--- src/rtl/cordic_vec_pkg.sv ---
package cordic_vec_pkg;

  localparam int     TBL_FRAC    = 30;
  localparam int     TBL_ENTRIES = 16;
  localparam longint HALF_PI_Q30 = 64'sd1686629713;
  localparam int     GAIN_SLOTS  = 8;

  typedef enum logic [1:0] {PR_PASS, PR_CW, PR_CCW} prerot_e;

  // arctan(2^-idx) scaled by 2^30
  function automatic longint atan_q30(input int idx);
    case (idx)
      0:       atan_q30 = 64'sd843314857;
      1:       atan_q30 = 64'sd497837830;
      2:       atan_q30 = 64'sd263043837;
      3:       atan_q30 = 64'sd133525159;
      4:       atan_q30 = 64'sd67021687;
      5:       atan_q30 = 64'sd33543516;
      6:       atan_q30 = 64'sd16775851;
      7:       atan_q30 = 64'sd8388437;
      8:       atan_q30 = 64'sd4194283;
      9:       atan_q30 = 64'sd2097149;
      10:      atan_q30 = 64'sd1048576;
      11:      atan_q30 = 64'sd524288;
      12:      atan_q30 = 64'sd262144;
      13:      atan_q30 = 64'sd131072;
      14:      atan_q30 = 64'sd65536;
      15:      atan_q30 = 64'sd32768;
      default: atan_q30 = 64'sd0;
    endcase
  endfunction

  // round a Q30 constant down to frac fraction bits (frac < 30)
  function automatic longint requant(input longint v, input int frac);
    requant = (v + (64'sd1 <<< (TBL_FRAC - frac - 1))) >>> (TBL_FRAC - frac);
  endfunction

  // 1/K ~ 2^-1 + 2^-3 - 2^-6 - 2^-9 - 2^-13 - 2^-15 - 2^-16; shift 0 marks an empty slot
  function automatic int gain_shift(input int k);
    case (k)
      0:       gain_shift = 1;
      1:       gain_shift = 3;
      2:       gain_shift = 6;
      3:       gain_shift = 9;
      4:       gain_shift = 13;
      5:       gain_shift = 15;
      6:       gain_shift = 16;
      default: gain_shift = 0;
    endcase
  endfunction

  function automatic bit gain_sub(input int k);
    gain_sub = (k >= 2);
  endfunction

endpackage

--- src/rtl/cordic_vec_prerot.sv ---
module cordic_vec_prerot
  import cordic_vec_pkg::*;
#(
  parameter int DW    = 16,
  parameter int IW    = 22,
  parameter int GUARD = 4,
  parameter int ZW    = 20,
  parameter int ZFRAC = 17
) (
  input  logic signed [DW-1:0] x_i,
  input  logic signed [DW-1:0] y_i,
  output logic signed [IW-1:0] x_o,
  output logic signed [IW-1:0] y_o,
  output logic signed [ZW-1:0] z_o
);

  localparam logic signed [ZW-1:0] HALF_PI = ZW'(requant(HALF_PI_Q30, ZFRAC));

  logic signed [IW-1:0] x_ext, y_ext;
  prerot_e              sel;

  assign x_ext = IW'(x_i) <<< GUARD;
  assign y_ext = IW'(y_i) <<< GUARD;

  always_comb begin
    if (!x_i[DW-1])      sel = PR_PASS;
    else if (!y_i[DW-1]) sel = PR_CW;
    else                 sel = PR_CCW;
  end

  always_comb begin
    unique case (sel)
      PR_CW: begin
        x_o = y_ext;
        y_o = -x_ext;
        z_o = HALF_PI;
      end
      PR_CCW: begin
        x_o = -y_ext;
        y_o = x_ext;
        z_o = -HALF_PI;
      end
      default: begin
        x_o = x_ext;
        y_o = y_ext;
        z_o = '0;
      end
    endcase
  end

endmodule

--- src/rtl/cordic_vec_iter.sv ---
module cordic_vec_iter
  import cordic_vec_pkg::*;
#(
  parameter int IW    = 22,
  parameter int ZW    = 20,
  parameter int ZFRAC = 17,
  parameter int STAGE = 0
) (
  input  logic                 clk_i,
  input  logic                 rst_ni,
  input  logic                 vld_i,
  input  logic signed [IW-1:0] x_i,
  input  logic signed [IW-1:0] y_i,
  input  logic signed [ZW-1:0] z_i,
  output logic                 vld_o,
  output logic signed [IW-1:0] x_o,
  output logic signed [IW-1:0] y_o,
  output logic signed [ZW-1:0] z_o
);

  localparam logic signed [ZW-1:0] ATAN_C = ZW'(requant(atan_q30(STAGE), ZFRAC));

  logic signed [IW-1:0] x_sh, y_sh, x_n, y_n;
  logic signed [ZW-1:0] z_n;

  assign x_sh = x_i >>> STAGE;
  assign y_sh = y_i >>> STAGE;

  // negative y: turn counter-clockwise, else clockwise
  always_comb begin
    if (y_i[IW-1]) begin
      x_n = x_i - y_sh;
      y_n = y_i + x_sh;
      z_n = z_i - ATAN_C;
    end else begin
      x_n = x_i + y_sh;
      y_n = y_i - x_sh;
      z_n = z_i + ATAN_C;
    end
  end

  always_ff @(posedge clk_i or negedge rst_ni) begin
    if (!rst_ni) vld_o <= 1'b0;
    else         vld_o <= vld_i;
  end

  always_ff @(posedge clk_i) begin
    x_o <= x_n;
    y_o <= y_n;
    z_o <= z_n;
  end

  // pre-rotation leaves every stage in the right half plane
  p_x_nonneg_r3: assert property (@(posedge clk_i) disable iff (!rst_ni)
    vld_o |-> (x_o >= 0));

endmodule

--- src/rtl/cordic_vec_gain.sv ---
module cordic_vec_gain
  import cordic_vec_pkg::*;
#(
  parameter int IW  = 22,
  parameter int ZW  = 20,
  parameter int IDX = 0
) (
  input  logic                 clk_i,
  input  logic                 rst_ni,
  input  logic                 vld_i,
  input  logic signed [IW-1:0] mag_i,
  input  logic signed [IW-1:0] acc_i,
  input  logic signed [ZW-1:0] z_i,
  output logic                 vld_o,
  output logic signed [IW-1:0] mag_o,
  output logic signed [IW-1:0] acc_o,
  output logic signed [ZW-1:0] z_o
);

  localparam int TERMS = 2;

  logic signed [IW-1:0] term [TERMS];
  logic signed [IW-1:0] acc_n;

  for (genvar t = 0; t < TERMS; t++) begin : g_term
    localparam int  K  = IDX * TERMS + t;
    localparam int  SH = gain_shift(K);
    localparam bit  NG = gain_sub(K);
    if (SH == 0) begin : g_empty
      assign term[t] = '0;
    end else if (NG) begin : g_sub
      assign term[t] = -(mag_i >>> SH);
    end else begin : g_add
      assign term[t] = mag_i >>> SH;
    end
  end

  assign acc_n = acc_i + term[0] + term[1];

  always_ff @(posedge clk_i or negedge rst_ni) begin
    if (!rst_ni) vld_o <= 1'b0;
    else         vld_o <= vld_i;
  end

  always_ff @(posedge clk_i) begin
    mag_o <= mag_i;
    acc_o <= acc_n;
    z_o   <= z_i;
  end

  // partial scale factor stays in [0, 1)
  p_gain_bound_r2: assert property (@(posedge clk_i) disable iff (!rst_ni)
    vld_o |-> (acc_o >= 0) && (acc_o <= mag_o));

endmodule

--- src/rtl/cordic_vec_atan.sv ---
module cordic_vec_atan
  import cordic_vec_pkg::*;
#(
  parameter int DATA_W = 16,
  parameter int ANG_W  = 16,
  parameter int N_ITER = 16,
  parameter int GUARD  = 4
) (
  input  logic                     clk_i,
  input  logic                     rst_ni,
  input  logic                     in_valid_i,
  input  logic signed [DATA_W-1:0] x_i,
  input  logic signed [DATA_W-1:0] y_i,
  output logic                     out_valid_o,
  output logic signed [ANG_W-1:0]  angle_o,
  output logic        [DATA_W:0]   r_o
);

  localparam int IW       = DATA_W + 2 + GUARD;
  localparam int ZG       = 4;
  localparam int ZW       = ANG_W + ZG;
  localparam int ANG_FRAC = ANG_W - 3;
  localparam int ZFRAC    = ANG_FRAC + ZG;
  localparam int GAIN_STG = GAIN_SLOTS / 2;
  localparam int R_W      = DATA_W + 1;
  localparam int PI_LSB   = int'(requant(2 * HALF_PI_Q30, ANG_FRAC));
  localparam longint R_MAX = ((64'sd1 <<< (DATA_W - 1)) * 14143) / 10000 + 2;

  localparam logic signed [IW-1:0] R_RND = IW'(1) <<< (GUARD - 1);
  localparam logic signed [ZW-1:0] Z_RND = ZW'(1) <<< (ZG - 1);

  logic                 it_v [N_ITER+1];
  logic signed [IW-1:0] it_x [N_ITER+1];
  logic signed [IW-1:0] it_y [N_ITER+1];
  logic signed [ZW-1:0] it_z [N_ITER+1];

  logic                 gn_v [GAIN_STG+1];
  logic signed [IW-1:0] gn_m [GAIN_STG+1];
  logic signed [IW-1:0] gn_a [GAIN_STG+1];
  logic signed [ZW-1:0] gn_z [GAIN_STG+1];

  assign it_v[0] = in_valid_i;

  cordic_vec_prerot #(
    .DW(DATA_W), .IW(IW), .GUARD(GUARD), .ZW(ZW), .ZFRAC(ZFRAC)
  ) u_prerot (
    .x_i(x_i), .y_i(y_i),
    .x_o(it_x[0]), .y_o(it_y[0]), .z_o(it_z[0])
  );

  for (genvar i = 0; i < N_ITER; i++) begin : g_iter
    cordic_vec_iter #(
      .IW(IW), .ZW(ZW), .ZFRAC(ZFRAC), .STAGE(i)
    ) u_iter (
      .clk_i(clk_i), .rst_ni(rst_ni),
      .vld_i(it_v[i]),   .x_i(it_x[i]),   .y_i(it_y[i]),   .z_i(it_z[i]),
      .vld_o(it_v[i+1]), .x_o(it_x[i+1]), .y_o(it_y[i+1]), .z_o(it_z[i+1])
    );
  end

  assign gn_v[0] = it_v[N_ITER];
  assign gn_m[0] = it_x[N_ITER];
  assign gn_a[0] = '0;
  assign gn_z[0] = it_z[N_ITER];

  for (genvar g = 0; g < GAIN_STG; g++) begin : g_gain
    cordic_vec_gain #(
      .IW(IW), .ZW(ZW), .IDX(g)
    ) u_gain (
      .clk_i(clk_i), .rst_ni(rst_ni),
      .vld_i(gn_v[g]),   .mag_i(gn_m[g]),   .acc_i(gn_a[g]),   .z_i(gn_z[g]),
      .vld_o(gn_v[g+1]), .mag_o(gn_m[g+1]), .acc_o(gn_a[g+1]), .z_o(gn_z[g+1])
    );
  end

  assign out_valid_o = gn_v[GAIN_STG];
  assign r_o         = R_W'((gn_a[GAIN_STG] + R_RND) >>> GUARD);
  assign angle_o     = ANG_W'((gn_z[GAIN_STG] + Z_RND) >>> ZG);

  // result never leaves one half turn
  p_angle_range_r4: assert property (@(posedge clk_i) disable iff (!rst_ni)
    out_valid_o |-> (int'(angle_o) <= PI_LSB + 4) && (int'(angle_o) >= -PI_LSB - 4));

  // no magnitude growth beyond the full-scale diagonal
  p_r_bound_r7: assert property (@(posedge clk_i) disable iff (!rst_ni)
    out_valid_o |-> (longint'(r_o) <= R_MAX));

endmodule

--- config.mk ---
export PLATFORM = sky130hd
export DESIGN_NAME = cordic_vec_atan
export DESIGN_NICKNAME = d
export VERILOG_FILES = /design/src/rtl/cordic_vec_pkg.sv /design/src/rtl/cordic_vec_prerot.sv /design/src/rtl/cordic_vec_iter.sv /design/src/rtl/cordic_vec_gain.sv /design/src/rtl/cordic_vec_atan.sv
export SDC_FILE = /design/constraint.sdc
export NUM_CORES = 2
export LEC_CHECK = 0
export BUFFER_PORTS_ARGS = -buffer_cell sky130_fd_sc_hd__buf_4
export CAP_MARGIN = 20
export CORE_MARGIN = 2
export CORE_UTILIZATION = 25
export CTS_CLUSTER_DIAMETER = 50
export DETAILED_ROUTE_END_ITERATION = 6
export PLACE_DENSITY = 0.41
export SYNTH_ARGS = -nofsm -noshare
export SYNTH_HDL_FRONTEND = slang
export SYNTH_HIERARCHICAL = 1
export SYNTH_SLANG_ARGS = --single-unit
--- constraint.sdc ---
create_clock -name clk_i -period 3.83 [get_ports clk_i]
set_input_delay 0.9575 -clock clk_i [delete_from_list [all_inputs] [get_ports clk_i]]
set_output_delay 0.9575 -clock clk_i [all_outputs]
set_load 0.005 [all_outputs]
==> results.toml <==
[outcome]
status = "completed"

[floorplanning]
start_util = 0.252
die_y_um = 589
rows = 214
die_area_um2 = 347000
ios = 69
core_um2 = 340000
die_w_um = 589

[cells_and_area]
fillers = 36100
drive_gt1_frac = 0.108
fin_area_um2 = 100000
syn2layout_area_growth_pct = 17.3
layout.nets = 11600

[clock_network]
cts_max_level = 4
clockRootBuffer = "clkbuf_16"
cts_tree = "done"
cts_max_path_buffers = 4
cts_buffers = 175
clk_latency_ns = 0.87
clk_pin_slew_ns = 0.06
cts_num_sinks = 1162

[routing]
viasPerCell = 4.80
firstDrtPassIters = 5
drt-total-wl_um = 258000
drtIter0Drc = 4001
wire_per_inst_um = 17.2
ant_nets = 0
num_vias = 72100
drc_errors = 0

[place]
dp.final_hpwl_um = 213000
gp_congestion = 0.856
portBuffers = 68
dpl-instance-area_um2 = 94200

[flow_run]
cap_violations = 0

[hold_path]
min-delay-start = "in_valid_i"
hold_path.class = "in2reg"
min_to = "g_iter[0].u_iter/vld_o"
holdPathStages = 1

[worst_setup_path]
regToRegSetupSlack_ns = 0.17
r2r_end = "g_iter[4].u_iter/x_o[21]"
worst-setup-path-type = "in2reg"
critPathMaxFanout = 6
required_ns = 4.53
endpoint_kind = "flop"
crit_path_start_kind = "primary input"
worstPathArrival_ns = 4.41
r2r-start = "g_iter[3].u_iter/y_o[9]"
reg2reg_depth = 16

[timing]
clock_skew_ns = 0.0596
hold_viol = 0
holdWs_ns = 0.288
worst_pin_slew_ns = 0.780
setup_viol = 0
clock.fmax_ghz = 0.270
slew_headroom = 0.476
layout_min_cycle_time_ns = 3.71
tns_ns = 0
slew_viol_final = 0
finalCritPeriodShare = 0.968

[global_route]
grt_pass1_wl_um = 406000
grt_overflow_total = 0
antenna_found_initial = 6
grtUsageTotal = 0.145
grt_pass1_vias = 71800
grt_max_degree = 50

[synthesis]
syn_area_per_cell_um2 = 8.65
ys_warn_count = 6
netlist_instances = 9893
syn_area_um2 = 85500
## worst max-delay path, cell delays in order
cell      delay [ns]
buf_4           0.12
or4_1           0.53
buf_4           0.19
o41ai_2         0.24
xor2_1          0.12
a21oi_2         0.18
inv_1           0.06
ha_1            0.39
buf_4           0.18
nor2_1          0.12
nand3_1         0.16
or4_4           0.47
a211oi_2        0.38
o32ai_2         0.13
xor2_1          0.16
## per-stage QoR
stage	std cells	util	worst slack (ns)
after global routing	15000	0.295	-0.0353
final	15000	0.295	0.123
after floorplan	9922	-	-0.0745
after detailed placement	14700	0.277	-0.691
after global placement	14700	0.277	-0.790
after CTS	15000	0.294	0.0350
## cell usage in the layout (no fill, tap or decap), types with 325 or more instances in the layout
| master | n |
|---|---|
| a21o_1 | 325 |
| a21oi_1 | 923 |
| buf_4 | 506 |
| dfxtp_1 | 1139 |
| ha_1 | 1089 |
| inv_1 | 468 |
| nand2_1 | 586 |
| nor2_1 | 817 |
| o21ai_0 | 434 |
| xnor2_1 | 768 |
| xor2_1 | 433 |
## worst max path at each step
stage          depth (start not counted)  slack [ns]                    start                  endpoint
3_5_place_dp                          15       -0.69                   y_i[0]  g_iter[0].u_iter/y_o[21]
4_1_cts                               14        0.04  g_iter[3].u_iter/x_o[9]  g_iter[4].u_iter/y_o[21]
5_1_grt                               16       -0.04  g_iter[3].u_iter/y_o[9]  g_iter[4].u_iter/x_o[18]
2_1_floorplan                         14       -0.07                  y_i[15]  g_iter[0].u_iter/y_o[21]
3_3_place_gp                          16       -0.79                   y_i[0]  g_iter[0].u_iter/x_o[18]
6_report                              15        0.12                   y_i[0]  g_iter[0].u_iter/y_o[21]
## layout make-up
cell class              instances  area (µm²)  area share
clock buffers                 212        4750      0.0474
inverters                     481        1820      0.0181
diodes                          3        7.51   0.0000748
multi-input cells            8035       59600       0.594
repair buffers                513        3920      0.0391
well taps                    4536        5680      0.0566
clock inverters                98        1160      0.0115
flip-flops and latches       1162       23400       0.233
## timing repair
action / CTS / global route
buffers inserted: 0 / 3
setup endpoints to repair: 0 / 24
endpoints found under the hold margin: 20 / 0
gates resized for setup: 0 / 36
hold buffers: 1 / 0
## state kept, by name, indices dropped and copies added, names as in the netlist
register	cells
g_iter.u_iter/x_o	350
g_gain.u_gain/acc_o	81
g_gain.u_gain/vld_o	4
g_gain.u_gain/z_o	68
g_iter.u_iter/vld_o	16
g_iter.u_iter/z_o	297
g_iter.u_iter/y_o	315
g_gain.u_gain/mag_o	31
## metal layers
metal	global-route usage	share of wire	vias to the layer above
met4	0.0381	0.025	0
met2	0.256	0.49	1106
li1	-	-	36600
met5	0	0	-
met1	0.185	0.46	34100
met3	0.0163	0.030	327
Power is not shown: default switching activity piles up to over one toggle a cycle in this logic, so the estimate is an artifact.
